`src/rtl/i2cm_pkg.sv`:
```
// Shared types, register offsets, bit positions and masks for the
// I2C master register front end. Assumes byte registers on a byte-offset bus.
package i2cm_pkg;
    localparam int BYTE_W = 8;

    localparam int OFF_OWN = 'h00;
    localparam int OFF_DIV = 'h04;
    localparam int OFF_CTL = 'h08;
    localparam int OFF_STA = 'h0C;
    localparam int OFF_DAT = 'h10;

    // control bits
    localparam int B_EN   = 7;
    localparam int B_IEN  = 6;
    localparam int B_MST  = 5;
    localparam int B_TX   = 4;
    localparam int B_RSTA = 2;
    // status bits
    localparam int S_IAL  = 4;
    localparam int S_IIF  = 1;

    localparam logic [BYTE_W-1:0] OWN_MASK = 8'hFE;
    localparam logic [BYTE_W-1:0] DIV_MASK = 8'h3F;
    localparam logic [BYTE_W-1:0] CTL_MASK = 8'hFC;
    localparam logic [BYTE_W-1:0] IDLE_RD  = 8'hFF;

    typedef enum logic [1:0] {
        OP_START = 2'd0,
        OP_SEND  = 2'd1,
        OP_RECV  = 2'd2,
        OP_STOP  = 2'd3
    } eng_op_t;

    typedef enum logic [1:0] {
        ST_IDLE,
        ST_WAIT,
        ST_ACK
    } fsm_t;

    typedef enum logic [2:0] {
        PK_NONE,
        PK_ADDR,
        PK_DATA,
        PK_DSTOP,
        PK_RECV,
        PK_CSTOP,
        PK_SRST
    } pend_t;
endpackage

```
`src/rtl/i2cm_eng_port.sv`:
```
// Request side of the bus-engine handshake. Captures an opcode and byte on
// an issue pulse and holds eng_req until the engine pulses eng_done.
// Assumes the caller issues only when idle or in the completion cycle.
module i2cm_eng_port
    import i2cm_pkg::*;
(
    input  logic              clk,
    input  logic              rst_n,
    input  logic              issue,
    input  eng_op_t           issue_op,
    input  logic [BYTE_W-1:0] issue_byte,
    output logic              eng_req,
    output logic [1:0]        eng_op,
    output logic [BYTE_W-1:0] eng_byte,
    input  logic              eng_done,
    output logic              fin
);
    // completion is a done pulse while a request is held
    assign fin = eng_req && eng_done;

    // hold the request and its payload until completion
    always_ff @(posedge clk) begin
        if (!rst_n) begin
            eng_req  <= 1'b0;
            eng_op   <= 2'd0;
            eng_byte <= '0;
        end else if (issue) begin
            eng_req  <= 1'b1;
            eng_op   <= issue_op;
            eng_byte <= issue_byte;
        end else if (fin) begin
            eng_req  <= 1'b0;
        end
    end

    AST_REQ_HELD: assert property (@(posedge clk) disable iff (!rst_n)
        (eng_req && !eng_done) |=> (eng_req && $stable(eng_op) && $stable(eng_byte)));
    AST_ONE_OUTSTANDING: assert property (@(posedge clk) disable iff (!rst_n)
        issue |-> (!eng_req || eng_done));
endmodule

```
`src/rtl/i2cm_rdmux.sv`:
```
// Register read selection. Pure combinational; unmapped offsets give zero.
// Assumes the data register view is the previously captured receive byte.
module i2cm_rdmux
    import i2cm_pkg::*;
#(
    parameter int ADDR_W = 5,
    parameter int DATA_W = 16
) (
    input  logic [ADDR_W-1:0] addr,
    input  logic [BYTE_W-1:0] own,
    input  logic [BYTE_W-1:0] div,
    input  logic [BYTE_W-1:0] ctl,
    input  logic [BYTE_W-1:0] sta,
    input  logic [BYTE_W-1:0] dat,
    output logic [DATA_W-1:0] rdata
);
    // select the addressed byte, zero-extended to the bus width
    always_comb begin
        rdata = '0;
        if (addr == ADDR_W'(OFF_OWN)) rdata = DATA_W'(own);
        else if (addr == ADDR_W'(OFF_DIV)) rdata = DATA_W'(div);
        else if (addr == ADDR_W'(OFF_CTL)) rdata = DATA_W'(ctl);
        else if (addr == ADDR_W'(OFF_STA)) rdata = DATA_W'(sta);
        else if (addr == ADDR_W'(OFF_DAT)) rdata = DATA_W'(dat);
    end
endmodule

```
`src/rtl/i2cm_regfront.sv`:
```
// I2C master register front end. Decodes register accesses, sequences
// address/data/receive phases as engine requests and keeps the flags.
// Assumes the host holds reg_sel until reg_ack and drops it after.
module i2cm_regfront
    import i2cm_pkg::*;
#(
    parameter int ADDR_W = 5,
    parameter int DATA_W = 16
) (
    input  logic              clk,
    input  logic              rst_n,
    input  logic              reg_sel,
    input  logic              reg_wr,
    input  logic [ADDR_W-1:0] reg_addr,
    input  logic [DATA_W-1:0] reg_wdata,
    output logic [DATA_W-1:0] reg_rdata,
    output logic              reg_ack,
    output logic              eng_req,
    output logic [1:0]        eng_op,
    output logic [BYTE_W-1:0] eng_byte,
    input  logic              eng_done,
    input  logic              eng_nack,
    input  logic              eng_lost,
    input  logic [BYTE_W-1:0] eng_rdata,
    output logic              irq
);
    fsm_t              state_q;
    pend_t             pend_q;
    logic [BYTE_W-1:0] own_q, div_q, ctl_q, rdl_q;
    logic              busy_q, ial_q, iif_q, rxak_q, lat_q, ack_q;
    logic [DATA_W-1:0] rdata_q, mux_out;
    logic [BYTE_W-1:0] sta_byte, wbyte;
    logic              issue, fin, acc;
    eng_op_t           iop;
    pend_t             ipend;
    logic              a_own, a_div, a_ctl, a_sta, a_dat;
    logic              soft_req, ctl_stop, rd_recv, raise_ok;
    logic              unused_hi;

    assign wbyte     = reg_wdata[BYTE_W-1:0];
    assign unused_hi = ^reg_wdata[DATA_W-1:BYTE_W];
    assign sta_byte  = {1'b1, 1'b0, busy_q, ial_q, 2'b00, iif_q, rxak_q};
    assign acc       = (state_q == ST_IDLE) && reg_sel;
    assign a_own     = reg_addr == ADDR_W'(OFF_OWN);
    assign a_div     = reg_addr == ADDR_W'(OFF_DIV);
    assign a_ctl     = reg_addr == ADDR_W'(OFF_CTL);
    assign a_sta     = reg_addr == ADDR_W'(OFF_STA);
    assign a_dat     = reg_addr == ADDR_W'(OFF_DAT);
    assign soft_req  = ctl_q[B_EN] && !wbyte[B_EN];
    assign ctl_stop  = lat_q && (!wbyte[B_MST] || wbyte[B_RSTA]);
    assign rd_recv   = ctl_q[B_MST] && lat_q && !ctl_q[B_TX];
    assign raise_ok  = ctl_q[B_EN] && ctl_q[B_IEN];
    assign irq       = iif_q;
    assign reg_ack   = ack_q;
    assign reg_rdata = rdata_q;

    i2cm_rdmux #(.ADDR_W(ADDR_W), .DATA_W(DATA_W)) u_rdmux (
        .addr(reg_addr), .own(own_q), .div(div_q), .ctl(ctl_q),
        .sta(sta_byte), .dat(rdl_q), .rdata(mux_out)
    );

    i2cm_eng_port u_port (
        .clk(clk), .rst_n(rst_n), .issue(issue), .issue_op(iop),
        .issue_byte(wbyte), .eng_req(eng_req), .eng_op(eng_op),
        .eng_byte(eng_byte), .eng_done(eng_done), .fin(fin)
    );

    // decide whether this cycle starts an engine request and which phase
    always_comb begin
        issue = 1'b0;
        iop   = OP_STOP;
        ipend = PK_NONE;
        if (acc && reg_wr && a_ctl) begin
            if (soft_req ? lat_q : ctl_stop) begin
                issue = 1'b1;
                ipend = soft_req ? PK_SRST : PK_CSTOP;
            end
        end else if (acc && reg_wr && a_dat && ctl_q[B_EN] && ctl_q[B_MST]) begin
            issue = 1'b1;
            iop   = lat_q ? OP_SEND : OP_START;
            ipend = lat_q ? PK_DATA : PK_ADDR;
        end else if (acc && !reg_wr && a_dat && rd_recv) begin
            issue = 1'b1;
            iop   = OP_RECV;
            ipend = PK_RECV;
        end else if ((state_q == ST_WAIT) && fin && (pend_q == PK_DATA) && eng_nack) begin
            issue = 1'b1;
            ipend = PK_DSTOP;
        end
    end

    // register state, phase bookkeeping and access acknowledge
    always_ff @(posedge clk) begin
        if (!rst_n) begin
            state_q <= ST_IDLE;
            pend_q  <= PK_NONE;
            own_q   <= '0;
            div_q   <= '0;
            ctl_q   <= '0;
            rdl_q   <= '0;
            busy_q  <= 1'b0;
            ial_q   <= 1'b0;
            iif_q   <= 1'b0;
            rxak_q  <= 1'b1;
            lat_q   <= 1'b0;
            ack_q   <= 1'b0;
            rdata_q <= '0;
        end else begin
            ack_q <= 1'b0;
            if (issue) pend_q <= ipend;
            case (state_q)
                ST_IDLE: if (reg_sel) begin
                    rdata_q <= mux_out;
                    if (reg_wr) begin
                        if (a_own) own_q <= wbyte & OWN_MASK;
                        if (a_div) div_q <= wbyte & DIV_MASK;
                        if (a_ctl && soft_req && !lat_q) begin
                            div_q  <= '0;
                            ctl_q  <= '0;
                            busy_q <= 1'b0;
                            ial_q  <= 1'b0;
                            iif_q  <= 1'b0;
                            rxak_q <= 1'b1;
                            rdl_q  <= '0;
                        end else if (a_ctl && !soft_req) begin
                            ctl_q <= (wbyte & CTL_MASK) &
                                     ~(BYTE_W'(lat_q && wbyte[B_MST] && wbyte[B_RSTA]) << B_RSTA);
                            busy_q <= wbyte[B_MST];
                        end
                        if (a_sta) begin
                            iif_q <= iif_q & wbyte[S_IIF];
                            ial_q <= ial_q & wbyte[S_IAL];
                        end
                    end else if (a_dat && ctl_q[B_MST] && !rd_recv) begin
                        rdl_q <= IDLE_RD;
                    end
                    state_q <= issue ? ST_WAIT : ST_ACK;
                    ack_q   <= !issue;
                end
                ST_WAIT: if (fin) begin
                    if (eng_lost) ial_q <= 1'b1;
                    case (pend_q)
                        PK_ADDR: begin
                            rxak_q <= eng_nack;
                            lat_q  <= !eng_nack;
                            if (!eng_nack && raise_ok) iif_q <= 1'b1;
                        end
                        PK_DATA: begin
                            rxak_q <= eng_nack;
                            if (eng_nack) lat_q <= 1'b0;
                            else if (raise_ok) iif_q <= 1'b1;
                        end
                        PK_RECV: begin
                            rdl_q <= eng_rdata;
                            if (raise_ok) iif_q <= 1'b1;
                        end
                        PK_CSTOP: lat_q <= 1'b0;
                        PK_SRST: begin
                            div_q  <= '0;
                            ctl_q  <= '0;
                            busy_q <= 1'b0;
                            ial_q  <= 1'b0;
                            iif_q  <= 1'b0;
                            rxak_q <= 1'b1;
                            lat_q  <= 1'b0;
                            rdl_q  <= '0;
                        end
                        default: ;
                    endcase
                    if (!issue) begin
                        state_q <= ST_ACK;
                        ack_q   <= 1'b1;
                    end
                end
                default: state_q <= ST_IDLE;
            endcase
        end
    end

    AST_IRQ_GATED: assert property (@(posedge clk) disable iff (!rst_n)
        $rose(irq) |-> (ctl_q[B_EN] && ctl_q[B_IEN]));
    AST_IRQ_FROM_ENGINE: assert property (@(posedge clk) disable iff (!rst_n)
        $rose(irq) |-> $past(fin));
    AST_ACK_PULSE: assert property (@(posedge clk) disable iff (!rst_n)
        reg_ack |=> !reg_ack);
    AST_NO_REQ_IDLE: assert property (@(posedge clk) disable iff (!rst_n)
        (state_q == ST_IDLE) |-> !eng_req);
    AST_OWN_SURVIVES: assert property (@(posedge clk) disable iff (!rst_n)
        ((state_q == ST_WAIT) && fin && (pend_q == PK_SRST)) |=> $stable(own_q));
    AST_IIF_WRITE_ZERO: assert property (@(posedge clk) disable iff (!rst_n)
        (acc && reg_wr && a_sta && !wbyte[S_IIF]) |=> !irq);
endmodule

```
`config.mk`:
```
export PLATFORM = sky130hd
export DESIGN_NAME = i2cm_regfront
export DESIGN_NICKNAME = d
export VERILOG_FILES = /design/src/rtl/i2cm_pkg.sv /design/src/rtl/i2cm_eng_port.sv /design/src/rtl/i2cm_rdmux.sv /design/src/rtl/i2cm_regfront.sv
export SDC_FILE = /design/constraint.sdc
export NUM_CORES = 1
export LEC_CHECK = 0
export ABC_AREA = 1
export BUFFER_PORTS_ARGS = -buffer_cell sky130_fd_sc_hd__buf_4
export CORE_MARGIN = 5
export CORE_UTILIZATION = 26
export DETAILED_ROUTE_END_ITERATION = 10
export PLACE_DENSITY_LB_ADDON = 0.3
export SYNTH_ARGS = -nofsm -noshare
export SYNTH_HDL_FRONTEND = slang
export SYNTH_SLANG_ARGS = --single-unit
```
`constraint.sdc`:
```
create_clock -name clk -period 3.72 [get_ports clk]
set_clock_uncertainty 0.1 [all_clocks]
set_input_delay 0.558 -clock clk [delete_from_list [all_inputs] [get_ports clk]]
set_output_delay 0.558 -clock clk [all_outputs]
set_load 0.005 [all_outputs]
```
==> flow_results.org <==
** Placed design
- The placed instances occupy a cell area of 0.003616 mm2.
- Post-DP HPWL :: 7.006 mm
- The congestion estimate from routability-driven global placement came to 0.9159.
- Buffers placed on the I/O ports in this run total 48.
- Cells after DPL :: 664

** Power
- Total power of the final layout :: 1.266 mW
- For this design the ratio of total power to cell area is 335.9 mW/mm2.
- The worst-case IR drop observed on VDD is 0.0001633 V.
- The analysis attributes to cell leakage a power of 1.835 nW.

** Timing
- The smallest clock period supported by the final layout is computed as 1.957 ns.
- In the final timing run, aggregate negative setup slack is 0 ns.
- Number of failing setup endpoints in the final timing report :: 0
- The final-report hold violation count was 0.
- In the finished design, the share of the clock period the worst path needs comes to 0.5262.
- Setup repair after global routing left no endpoint under its margin.
- Maximum achievable frequency :: 0.5109 GHz
- The max-slew violation count came to 0.

** Run status
- The flow ran to the end, and the final reports show no timing, DRC or antenna violations.

** Setup path
- Crit Path Class :: reg -> reg
- Data arrives at the worst endpoint at 2.08 ns.
- The worst setup path is launched from a register.
- Of all nets on the critical path, the largest fanout is 15.
- STA classifies the critical path endpoint as a register.
- CP Data Required Time :: 3.85 ns

** Logic synthesis
- Cells after Synth :: 485
- Post-synthesis sequential area ratio :: 0.3511
- Synth top area share :: 0.3511
- The mapped netlist covers 0.003193 mm2.
- Number of warnings printed during yosys synthesis :: 0
- Sorting the synthesized cells by area gives the leading types as dfxtp_1, nand2_1, nor2_1, inv_1, nand3_1.
- Synth Register Bits :: 56
- Number of different library cells in the post-synthesis netlist :: 36
- Syn Area/Cell :: 6.584 um2
- Top cell type by total area after synthesis :: dfxtp_1

** Cells and area
- Antenna diode count :: 0
- Final design area excluding fillers :: 0.003769 mm2
- Count of fill cells added during filler insertion :: 1,348
- Of the cells placed in the final design, the portion with a size suffix greater than 1 is 0.1829.
- Relative to the synthesized area, the layout overhead comes to 18.02%.
- Final cell count without fillers :: 672
- The net count of the finished layout is 560.

** GRT
- Global routing finished with a remaining overflow of 0.
- Via count of the first global-routing pass :: 2,795
- Pin count of the biggest net entering global routing :: 45
- The first global-routing pass estimated 14.32 mm of wire.
- For this run, the total global-route usage over all layers was measured as 0.1231.
- Antenna violations before repair :: 0

** Routing
- Routed wire per std cell :: 13.51 um
- Ratio of routed vias to standard cells :: 4.637
- For this block, the routed nets add up to 9.082 mm of wire.
- The detail route stage leaves a number of antenna-violating nets equal to 0.
- Summing over every cut layer, the via total after detailed routing is 3,116.
- For this run, the detailed router's first-pass iteration total came to 5.
- Remaining routing DRC violations :: 0
- Count of routing violations after the opening detailed-route iteration :: 247

** Clocking
- TritonCTS built the clock tree.
- Later-pin clock latency in the skew report :: 0.29 ns
- Once the clock tree was built, the setup fixing pass inserted 0 buffers.
- TritonCTS sink count :: 56
- Total of cells resized after clock tree synthesis :: 0
- Clock-pin slew was measured on the worst setup and hold paths at 0.08 ns.
- CTS built an H-tree with a depth of 2.
- The number of clock buffers added by TritonCTS is 5.
- The cell sitting at the root of the clock tree is a clkbuf_16.
- Clk buf depth :: 2
- In this run, post-CTS hold repair placed 0 buffers.

** Floorplan
- Area of the die :: 0.01460 mm2
- Overall die width :: 120.8 um
- Pin placement for this block handled 65 I/O pins.
- The core region is 0.01201 mm2.
- Die H :: 120.8 um
- Starting utilization of the core area :: 0.2658
- Floorplan row count :: 40

** Worst hold path
- Class of the tightest hold or removal check :: reg -> reg

** Flow run
- Maxcap violations :: 0
cell usage after synthesis (all sizes together):
master / count
a31oi: 2
nand4: 4
dfxtp: 56
nand3: 42
buf: 18
nand3b: 1
o211a: 1
o21ai: 28
or2: 1
a21boi: 1
clkinv: 1
a41oi: 1
conb: 1
nor3: 7
clkbuf: 5
a21oi: 26
o211ai: 3
nor2: 99
a22oi: 2
inv: 60
o22ai: 2
nand2: 123
o221ai: 1
through the flow:
step                setup WS, ns  hold slack, ns    util
global placement           1.568          0.3374  0.3010
detailed placement         1.510          0.3478  0.3010
finish                     1.763          0.3585  0.3138
global route               1.574          0.3815  0.3138
floorplan                  1.962          0.3271       -
CTS                        1.770          0.3593  0.3138
critical path, cell delays in order (launching register included):
cell      delay (ns)
dfxtp_1         0.48
inv_2           0.09
nand2_4         0.14
inv_2           0.15
nand2_2         0.11
nand3b_4        0.09
nor2_4          0.28
nand2_1         0.17
inv_2           0.13
nor2_1          0.05
nor2_1          0.10
sequential cells by signal, summed over array words and instances (netlist names):
register,flops
rdl_q,8
reg_rdata,8
u_port.eng_byte,8
own_q,7
ctl_q,6
div_q,6
pend_q,3
state_q,2
u_port.eng_op,2
ial_q,1
irq,1
lat_q,1
reg_ack,1
rxak_q,1
u_port.eng_req,1
placed cells by master, fill, tap and decap left out, types with 2 or more instances in the layout:
cell       synthesis  routed
nor2_8             2       2
conb_1             1       8
nand3_4            3       3
o211ai_1           2       2
nor2_2             3       3
a21oi_1           26      26
clkbuf_16          0       5
nand3_1           36      36
a31oi_1            2       2
o21ai_0           27      27
nand3_2            3       3
nor2_1            88      88
nor2_4             6       6
a22oi_1            2       2
nand2_4            4       4
inv_1             53      53
o22ai_1            2       2
nor3_1             7       7
nand4_1            4       4
nand2_2            8       8
inv_2              7       7
dfxtp_1           56      56
nand2_1          111     111
buf_4              9      48
report_power, final:
group / switching, mW / internal (mW) / total, mW
sequential: 0.0103 / 0.616 / 0.627
combinational: 0.0935 / 0.0564 / 0.150
clock: 0.233 / 0.256 / 0.489
total: 0.337 / 0.929 / 1.27
area by class of cell:
type	instances	area (um2)	share of cell area
Multi-Input combinational cell	352	1720	0.4565
Timing Repair Buffer	48	360.3	0.09562
Sequential cell	56	1121	0.2975
Clock inverter	3	27.53	0.007304
Inverter	61	230.2	0.06109
Clock buffer	5	125.1	0.03320
Tap cell	147	183.9	0.04880
path summary, 6_finish.rpt:
check                                from                    end  slack, ns  cells past startpoint
setup / recovery  state_q[1]$_SDFFE_PN0P_  ctl_q[6]$_SDFFE_PN0P_       1.76                     10
hold / removal      div_q[3]$_SDFFE_PN0P_  div_q[3]$_SDFFE_PN0P_       0.36                      2
hold reg to reg     div_q[3]$_SDFFE_PN0P_  div_q[3]$_SDFFE_PN0P_       0.36                      2
setup reg to reg  state_q[1]$_SDFFE_PN0P_  ctl_q[6]$_SDFFE_PN0P_       1.76                     10
layer usage:
metal / share of wire / routed length (um) / GRT usage
met1: 0.48 / 4351 / 0.1707
met5: 0 / 0 / 0
met3: 0.056 / 505 / 0.02198
met2: 0.43 / 3921 / 0.1862
met4: 0.033 / 303 / 0.05382
logic make-up after synthesis:
family / count (synthesis) / share of synthesized area
other: 1 / 0.001174
buffers and inverters: 84 / 0.1183
AOI/OAI and AO/OA: 67 / 0.1168
and+or+nand+nor: 277 / 0.4126
DFF: 56 / 0.3511
Note: power is estimated with default switching activity, not from simulation.
